[config.mk]
export PLATFORM = sky130hd
export DESIGN_NAME = spi_cs_sequencer
export DESIGN_NICKNAME = d
export VERILOG_FILES = /design/src/rtl/cs_seq_pkg.sv /design/src/rtl/cs_seq_datapath.sv /design/src/rtl/cs_seq_ctrl.sv /design/src/rtl/spi_cs_sequencer.sv
export SDC_FILE = /design/constraint.sdc
export NUM_CORES = 1
export LEC_CHECK = 0
export CORE_MARGIN = 2
export CORE_UTILIZATION = 40
export CTS_CLUSTER_SIZE = 8
export DETAILED_ROUTE_END_ITERATION = 10
export PLACE_DENSITY_LB_ADDON = 0.25
export SYNTH_ARGS = -nofsm -noshare
export SYNTH_HDL_FRONTEND = slang
export SYNTH_HIERARCHICAL = 1
export SYNTH_SLANG_ARGS = --single-unit
[constraint.sdc]
create_clock -name clk -period 5.1 [get_ports clk]
set_input_delay 1.02 -clock clk [delete_from_list [all_inputs] [get_ports clk]]
set_output_delay 1.02 -clock clk [all_outputs]
set_load 0.1 [all_outputs]
[src/rtl/cs_seq_pkg.sv]
package cs_seq_pkg;

  typedef enum logic [2:0] {
    ST_IDLE,
    ST_SETUP,
    ST_WREADY,
    ST_START,
    ST_SHIFT,
    ST_WEND,
    ST_RELEASE,
    ST_HELD
  } seqState_t;

  // Index into the four delay fields; index 0 is the most significant field
  typedef enum logic [1:0] {
    SRC_SETUP   = 2'd0,
    SRC_RELEASE = 2'd1,
    SRC_END_RDY = 2'd2,
    SRC_CS_RDY  = 2'd3
  } cntSrc_t;

  typedef struct packed {
    logic    latchSel;
    logic    cntLoad;
    logic    cntDec;
    cntSrc_t cntSrc;
    logic    csActive;
  } seqStrobe_t;

endpackage

[src/rtl/cs_seq_datapath.sv]
module cs_seq_datapath
  import cs_seq_pkg::*;
#(
  parameter int NUM_CS = 8,
  parameter int DLY_W  = 8
) (
  input  logic                 clk,
  input  logic                 rstN,
  input  seqStrobe_t           strobe,
  input  logic [NUM_CS-1:0]    csSel,
  input  logic                 csHold,
  input  logic [4*DLY_W-1:0]   delayCfg,
  input  logic                 idleWr,
  input  logic [NUM_CS-1:0]    idleWrData,
  output logic [NUM_CS-1:0]    csN,
  output logic                 holdLatched,
  output logic                 cntIsOne,
  output logic                 cntIsZero,
  output logic                 setupZero,
  output logic                 releaseZero
);

  localparam int NUM_FIELDS = 4;

  logic [DLY_W-1:0]  fieldVal [NUM_FIELDS];
  logic [DLY_W-1:0]  cnt;
  logic [NUM_CS-1:0] selReg;
  logic [NUM_CS-1:0] idleReg;
  logic              holdReg;

  for (genvar i = 0; i < NUM_FIELDS; i++) begin : g_field
    assign fieldVal[i] = delayCfg[(NUM_FIELDS-1-i)*DLY_W +: DLY_W];
  end

  always_ff @(posedge clk or negedge rstN) begin
    if (!rstN) begin
      cnt     <= '0;
      selReg  <= '1;
      holdReg <= 1'b0;
      idleReg <= '1;
    end else begin
      if (idleWr) idleReg <= idleWrData;
      if (strobe.latchSel) begin
        selReg  <= csSel;
        holdReg <= csHold;
      end
      if (strobe.cntLoad)     cnt <= fieldVal[strobe.cntSrc];
      else if (strobe.cntDec) cnt <= cnt - DLY_W'(1);
    end
  end

  assign csN         = strobe.csActive ? selReg : idleReg;
  assign holdLatched = holdReg;
  assign cntIsOne    = (cnt == DLY_W'(1));
  assign cntIsZero   = (cnt == '0);
  assign setupZero   = (fieldVal[SRC_SETUP] == '0);
  assign releaseZero = (fieldVal[SRC_RELEASE] == '0);


  no_underflow_chk: assert property (@(posedge clk) disable iff (!rstN)
    strobe.cntDec |-> cnt != '0);


  idle_write_chk: assert property (@(posedge clk) disable iff (!rstN)
    idleWr |=> idleReg == $past(idleWrData));

endmodule

[src/rtl/cs_seq_ctrl.sv]
module cs_seq_ctrl
  import cs_seq_pkg::*;
(
  input  logic       clk,
  input  logic       rstN,
  input  logic       wordReq,
  input  logic       shiftDone,
  input  logic       readyN,
  input  logic       timerOff,
  input  logic       waitEn,
  input  logic       csHold,
  input  logic       holdLatched,
  input  logic       cntIsOne,
  input  logic       cntIsZero,
  input  logic       setupZero,
  input  logic       releaseZero,
  input  logic       clrTmo,
  input  logic       clrDesync,
  output seqStrobe_t strobe,
  output logic       shiftStart,
  output logic       tmoFlag,
  output logic       desyncFlag
);

  seqState_t state, nextState;
  logic toReady, postWord, toRelease, setTmo, setDsy, errAny;

  assign errAny = tmoFlag | desyncFlag;

  always_comb begin
    nextState       = state;
    strobe          = '0;
    strobe.csActive = (state != ST_IDLE);
    toReady         = 1'b0;
    postWord        = 1'b0;
    toRelease       = 1'b0;
    setTmo          = 1'b0;
    setDsy          = 1'b0;
    case (state)
      ST_IDLE: begin
        if (wordReq && !errAny) begin
          strobe.latchSel = 1'b1;
          if (!timerOff && !setupZero) begin
            nextState      = ST_SETUP;
            strobe.cntLoad = 1'b1;
            strobe.cntSrc  = SRC_SETUP;
          end else begin
            toReady = 1'b1;
          end
        end
      end
      ST_SETUP: begin
        if (cntIsOne) toReady = 1'b1;
        else          strobe.cntDec = 1'b1;
      end
      ST_WREADY: begin
        if (!readyN) nextState = ST_START;
        else if (cntIsOne) begin
          setTmo    = 1'b1;
          nextState = ST_IDLE;
        end else if (!cntIsZero) strobe.cntDec = 1'b1;
      end
      ST_START: nextState = ST_SHIFT;
      ST_SHIFT: begin
        if (shiftDone) begin
          if (waitEn) begin
            nextState      = ST_WEND;
            strobe.cntLoad = 1'b1;
            strobe.cntSrc  = SRC_END_RDY;
          end else begin
            postWord = 1'b1;
          end
        end
      end
      ST_WEND: begin
        if (readyN) postWord = 1'b1;
        else if (cntIsOne) begin
          setDsy    = 1'b1;
          nextState = ST_IDLE;
        end else if (!cntIsZero) strobe.cntDec = 1'b1;
      end
      ST_RELEASE: begin
        if (cntIsOne) nextState = ST_IDLE;
        else          strobe.cntDec = 1'b1;
      end
      ST_HELD: begin
        if (wordReq && !errAny) begin
          strobe.latchSel = 1'b1;
          toReady         = 1'b1;
        end else if (!csHold) begin
          toRelease = 1'b1;
        end
      end
      default: nextState = ST_IDLE;
    endcase

    if (toReady) begin
      if (waitEn) begin
        nextState      = ST_WREADY;
        strobe.cntLoad = 1'b1;
        strobe.cntSrc  = SRC_CS_RDY;
      end else begin
        nextState = ST_START;
      end
    end
    if (postWord) begin
      if (holdLatched) nextState = ST_HELD;
      else             toRelease = 1'b1;
    end
    if (toRelease) begin
      if (timerOff || releaseZero) nextState = ST_IDLE;
      else begin
        nextState      = ST_RELEASE;
        strobe.cntLoad = 1'b1;
        strobe.cntSrc  = SRC_RELEASE;
      end
    end
  end

  always_ff @(posedge clk or negedge rstN) begin
    if (!rstN) begin
      state      <= ST_IDLE;
      tmoFlag    <= 1'b0;
      desyncFlag <= 1'b0;
    end else begin
      state      <= nextState;
      tmoFlag    <= setTmo | (tmoFlag & ~clrTmo);
      desyncFlag <= setDsy | (desyncFlag & ~clrDesync);
    end
  end

  assign shiftStart = (state == ST_START);


  start_pulse_chk: assert property (@(posedge clk) disable iff (!rstN)
    shiftStart |=> !shiftStart);


  start_needs_ready_chk: assert property (@(posedge clk) disable iff (!rstN)
    (shiftStart && waitEn && $past(waitEn)) |-> $past(!readyN));


  no_start_with_err_chk: assert property (@(posedge clk) disable iff (!rstN)
    shiftStart |-> !(tmoFlag || desyncFlag));


  tmo_release_chk: assert property (@(posedge clk) disable iff (!rstN)
    $rose(tmoFlag) |-> (state == ST_IDLE) && ($past(state) == ST_WREADY));


  dsy_source_chk: assert property (@(posedge clk) disable iff (!rstN)
    $rose(desyncFlag) |-> ($past(state) == ST_WEND) && (state == ST_IDLE));


  tmo_sticky_chk: assert property (@(posedge clk) disable iff (!rstN)
    (tmoFlag && !clrTmo) |=> tmoFlag);

endmodule

[src/rtl/spi_cs_sequencer.sv]
module spi_cs_sequencer
  import cs_seq_pkg::*;
#(
  parameter int NUM_CS = 8,
  parameter int DLY_W  = 8
) (
  input  logic                 clk,
  input  logic                 rstN,
  input  logic [NUM_CS-1:0]    csSel,
  input  logic                 csHold,
  input  logic [4*DLY_W-1:0]   delayCfg,
  input  logic                 timerOff,
  input  logic                 waitEn,
  input  logic                 idleWr,
  input  logic [NUM_CS-1:0]    idleWrData,
  input  logic                 wordReq,
  output logic                 shiftStart,
  input  logic                 shiftDone,
  input  logic                 readyN,
  input  logic                 clrTmo,
  input  logic                 clrDesync,
  output logic [NUM_CS-1:0]    csN,
  output logic                 tmoFlag,
  output logic                 desyncFlag
);

  seqStrobe_t strobe;
  logic holdLatched, cntIsOne, cntIsZero, setupZero, releaseZero;

  cs_seq_ctrl u_ctrl (
    .clk         (clk),
    .rstN        (rstN),
    .wordReq     (wordReq),
    .shiftDone   (shiftDone),
    .readyN      (readyN),
    .timerOff    (timerOff),
    .waitEn      (waitEn),
    .csHold      (csHold),
    .holdLatched (holdLatched),
    .cntIsOne    (cntIsOne),
    .cntIsZero   (cntIsZero),
    .setupZero   (setupZero),
    .releaseZero (releaseZero),
    .clrTmo      (clrTmo),
    .clrDesync   (clrDesync),
    .strobe      (strobe),
    .shiftStart  (shiftStart),
    .tmoFlag     (tmoFlag),
    .desyncFlag  (desyncFlag)
  );

  cs_seq_datapath #(
    .NUM_CS (NUM_CS),
    .DLY_W  (DLY_W)
  ) u_datapath (
    .clk         (clk),
    .rstN        (rstN),
    .strobe      (strobe),
    .csSel       (csSel),
    .csHold      (csHold),
    .delayCfg    (delayCfg),
    .idleWr      (idleWr),
    .idleWrData  (idleWrData),
    .csN         (csN),
    .holdLatched (holdLatched),
    .cntIsOne    (cntIsOne),
    .cntIsZero   (cntIsZero),
    .setupZero   (setupZero),
    .releaseZero (releaseZero)
  );

endmodule

## Word level (Yosys, flattened, before mapping)

Index checks and enable logic that the tools add are counted.

| word-level totals | value |
|---|---|
| flip-flop bits (word level) | 30 |
| input bits | 59 |
| output and inout port bits | 11 |
| logic and storage cells | 99 |

| operators by class | value |
|---|---|
| $add $sub $neg | 1 |
| order comparisons | 1 |
| equality and inequality tests | 8 |
| multiplexer cells | 61 |
| bitwise logic cells | 8 |
| reductions and logical operators | 13 |

Operators by type and width:

| cell | count |
|---|---|
| 8-bit two-way mux | 5 |
| 3-bit two-way mux | 12 |
| 1-bit two-way mux | 29 |
| 8-bit zero test | 3 |
| 3-bit case mux with 6 select lines | 1 |
| 8-bit binary-select mux with 2-bit select | 1 |
| 2-bit two-way mux | 8 |
| 3-bit == test, second input constant | 4 |
| 8-bit by 1-bit == test with 1-bit output, second input constant | 1 |
| 8-bit by 1-bit subtractor with 8-bit output, second input constant | 1 |
| 3-bit by 2-bit == test with 1-bit output, second input constant | 2 |
| 1-bit case mux with 2 select lines | 3 |
| 1-bit case mux with 3 select lines | 2 |
| 3-bit by 1-bit == test with 1-bit output, second input constant | 1 |
| 3-bit greater-or-equal comparator, second input constant | 1 |
| 1-bit zero test | 3 |
| 3-bit zero test | 1 |
| 2-bit inverter with 3-bit output | 1 |
| 1-bit bitwise OR | 3 |
| 3-bit nonzero test | 1 |
| 1-bit bitwise AND | 2 |
| 1-bit logical AND | 2 |
| 1-bit inverter | 2 |
| 2-bit nonzero test | 1 |
| 2 further kinds | 2 |

## Longest topological paths before layout

| depth | value |
|---|---|
| depth in word-level cells | 14 |
| mapped depth | 10 |
| mapped depth without buffers | 9 |

## Hierarchy

Netlist, hierarchy kept.

By module, submodules not included:

| module | instances | cells an instance | area each (sq um) |
|---|---|---|---|
| cs_seq_datapath | 1 | 114 | 1447.6 |
| cs_seq_ctrl | 1 | 64 | 516.7 |

## Worst setup path before layout

No wires, ideal clock.

| timing path | value |
|---|---|
| path kind | flip-flop to flip-flop |
| start | register u_datapath.cnt[2] |
| end | register u_datapath.cnt[7] |
| arrival time | 3.189 ns |
| required time | 4.968 ns |
| slack | 1.780 ns |
| cell stages (with the launch flop) | 11 |
| buffers on the path | 2 |
| cells stage by stage | dfrtp_1 or4_1 clkbuf_2 nor4b_1 nor4bb_1 o21ai_0 nand2_1 clkbuf_1 mux4_2 nor2_1 a31oi_1 |

RTL lines:

| element | line | source |
|---|---|---|
| start, declared | cs_seq_datapath.sv:26 | `logic [DLY_W-1:0] cnt;` |
| start signal, assigned | cs_seq_datapath.sv:47 | `if (strobe.cntLoad) cnt <= fieldVal[strobe.cntSrc];` |
| start signal, assigned | cs_seq_datapath.sv:48 | `else if (strobe.cntDec) cnt <= cnt - DLY_W'(1);` |

==> flow_summary.json <==
{
  "outcome": "finished, final reports clean",
  "worstPathArrival_ns": 2.95,
  "drt_iter0_drc": 69,
  "ys_seq_elements": 30,
  "synthArstFlopShare_pct": 100.0,
  "setup_violations": 0,
  "grt_use_total_pct": 17.07,
  "vdd_drop_max_mv": 0.2114,
  "drc": 0,
  "critPathKind": "reg2out",
  "clock_sinks": 30,
  "antenna_cells": 0,
  "synth_warnings": 6,
  "synth.cell_area_mm2": 0.001964,
  "wirelength_mm": 4.502,
  "postCtsSetupBuffers": 0,
  "cts-hold-fix-buffers": 0,
  "vias": 1671,
  "fin_crit_sh_pct": 77.81,
  "clk_latency_ns": 0.28,
  "routabilityCongestion": 0.8061,
  "final_cell_mix": "clkdlybuf4s50_1 (69), mux2_2 (26), dfstp_2 (16), nand2_1 (15), dfrtp_1 (14)",
  "die_height_um": 74.08,
  "slew_viol_final": 0,
  "setup_tns_ns": 0,
  "htreeDepth": 2,
  "grt_max_degree": 31,
  "overflow": 0,
  "maxCapViolCount": 0,
  "crit_path_max_fanout": 17,
  "grt_pass1_vias": 1688,
  "cts_tree": "yes",
  "final_common_cell": "clkdlybuf4s50_1",
  "synth_edf_count": 0,
  "antenna_found_initial": 0,
  "power_density_mw_per_mm2": 554.1,
  "placeableCoreArea_mm2": 0.004723,
  "rows": 25,
  "viasPerCell": 5.322,
  "fin_crit_ns": 3.968,
  "io_pins": 70,
  "die_w_um": 74.08,
  "min_path_type": "reg2reg",
  "post-dp-hpwl_mm": 3.464,
  "ys_seq_area_share_pct": 39.24,
  "path_clk_slew_ns": 0.06,
  "clock_skew_ns": 0.003624,
  "grt_pass1_wl_mm": 7.265,
  "fin_nets": 308,
  "first_pass_iters": 4,
  "finalHoldViolCount": 0,
  "syn_to_final_growth_pct": 43.12,
  "clk_path_buf_depth": 2,
  "die_area_mm2": 0.005488,
  "port_buffers": 69,
  "critPathLaunchType": "flip-flop",
  "synth_flop_cell": "dfstp_2",
  "syn_nets": 240,
  "synth_cell_types": 49,
  "syn_avg_cell_area_um2": 11.04,
  "slew_headroom_pct": 34.45,
  "fmax_mhz": 252.0,
  "root_buffer": "clkbuf_8",
  "tightest_slew_ns": 0.9802,
  "start_util_pct": 41.59,
  "utilization_pct": 59.52,
  "cts.repair.resized": 0,
  "critPathCaptureType": "output port",
  "p_leak_nw": 1.030,
  "syn_inst": 178,
  "cts_made_buffers": 5,
  "drive_above_1_share_pct": 28.34,
  "crit_required_ns": 4.08,
  "rsz0062_at_grt": "no",
  "wl_per_cell_um": 14.34,
  "antenna_left": 0
}
synthesized netlist by cell type, types with 3 or more instances:
cell type  instances  area share (%)
mux2_2            26              15
dfstp_2           16              21
nand2_1           15             2.9
dfrtp_1           14              18
o21ai_0           11             2.8
mux4_2             8             9.2
or4_1              8             3.1
inv_1              7             1.3
nor2_1             7             1.3
clkbuf_1           6             1.1
a21oi_1            3            0.76
buf_2              3            0.76
ha_1               3             1.9
nor3b_1            3             1.1
nor4b_1            3             1.3
stage by stage:
stage          instance area, µm²  power [mW]  hold WS, ns  instances  setup WS (ns)
2_1_floorplan                1964       1.147       0.4819        178          1.780
3_3_place_gp                 2708       1.333       0.5036        306          1.322
3_5_place_dp                 2708       1.348       0.5093        306          1.244
4_1_cts                      2811       1.568       0.5343        314          1.124
5_1_grt                      2811       1.652       0.5659        314          1.034
6_report                     2811       1.558       0.5371        314          1.132
report_power, final:
part	internal, mW	switching, mW
Sequential	0.356	0.0985
Clock	0.124	0.0891
Combinational	0.353	0.538
final timing paths:
| path | start | cells after the start | slack [ns] | endpoint |
|---|---|---|---|---|
| setup / recovery | u_ctrl/state[0] | 3 | 1.13 | csN[7] |
| setup reg to reg | u_datapath/cnt[2] | 10 | 1.71 | u_datapath/cnt[5] |
| max in group asynchronous | rstN | 2 | 3.65 | u_datapath/selReg[5] |
| min in group asynchronous | rstN | 2 | 1.13 | u_datapath/cnt[4] |
| hold reg to reg | u_datapath/holdLatched | 1 | 0.54 | u_datapath/holdLatched |
| hold / removal | u_datapath/holdLatched | 1 | 0.54 | u_datapath/holdLatched |
registers in the layout, summed over array words and instances, names as in the netlist:
signal and count:
u_ctrl/tmoFlag 1, u_datapath/idleReg 8, u_ctrl/desyncFlag 1, u_datapath/holdLatched 1, u_datapath/selReg 8, u_datapath/cnt 8, u_ctrl/state 3
metal layers:
metal | vias up | GRT usage [%] | share of wire (%)
met5 | - | 0 | 0
met4 | 0 | 5.253 | 1.4
met3 | 8 | 4.472 | 6.8
met2 | 66 | 29.56 | 48
met1 | 786 | 20.86 | 44
li1 | 811 | - | -
kinds of logic (layout without fill, tap and decap cells):
| family | Yosys count | in the layout | share of synthesized area, % |
|---|---|---|---|
| AND/OR/NAND/NOR | 55 | 55 | 17.01 |
| AO/OA/AOI/OAI | 34 | 34 | 11.97 |
| multiplexers | 34 | 34 | 24.08 |
| flip-flops | 30 | 30 | 39.24 |
| buffers and inverters | 19 | 88 | 4.458 |
| adder cells (fa/ha/maj) | 3 | 3 | 1.911 |
| XOR/XNOR | 3 | 3 | 1.338 |
worst max-delay path, cell delays in order, from the launching register on:
cell	delay, ns
dfrtp_1	0.55
or3_1	0.67
mux2_2	0.32
clkdlybuf4s50_1	1.13
cell type report:
class | count | area (µm²)
Clock inverter | 2 | 10.01
Fill cell | 422 | 1912
Tap cell | 67 | 83.83
Clock buffer | 6 | 93.84
Multi-Input combinational cell | 129 | 1106
Sequential cell | 30 | 770.7
Timing Repair Buffer | 73 | 720.7
Inverter | 7 | 26.28
Note: power is estimated with default switching activity, not from simulation.
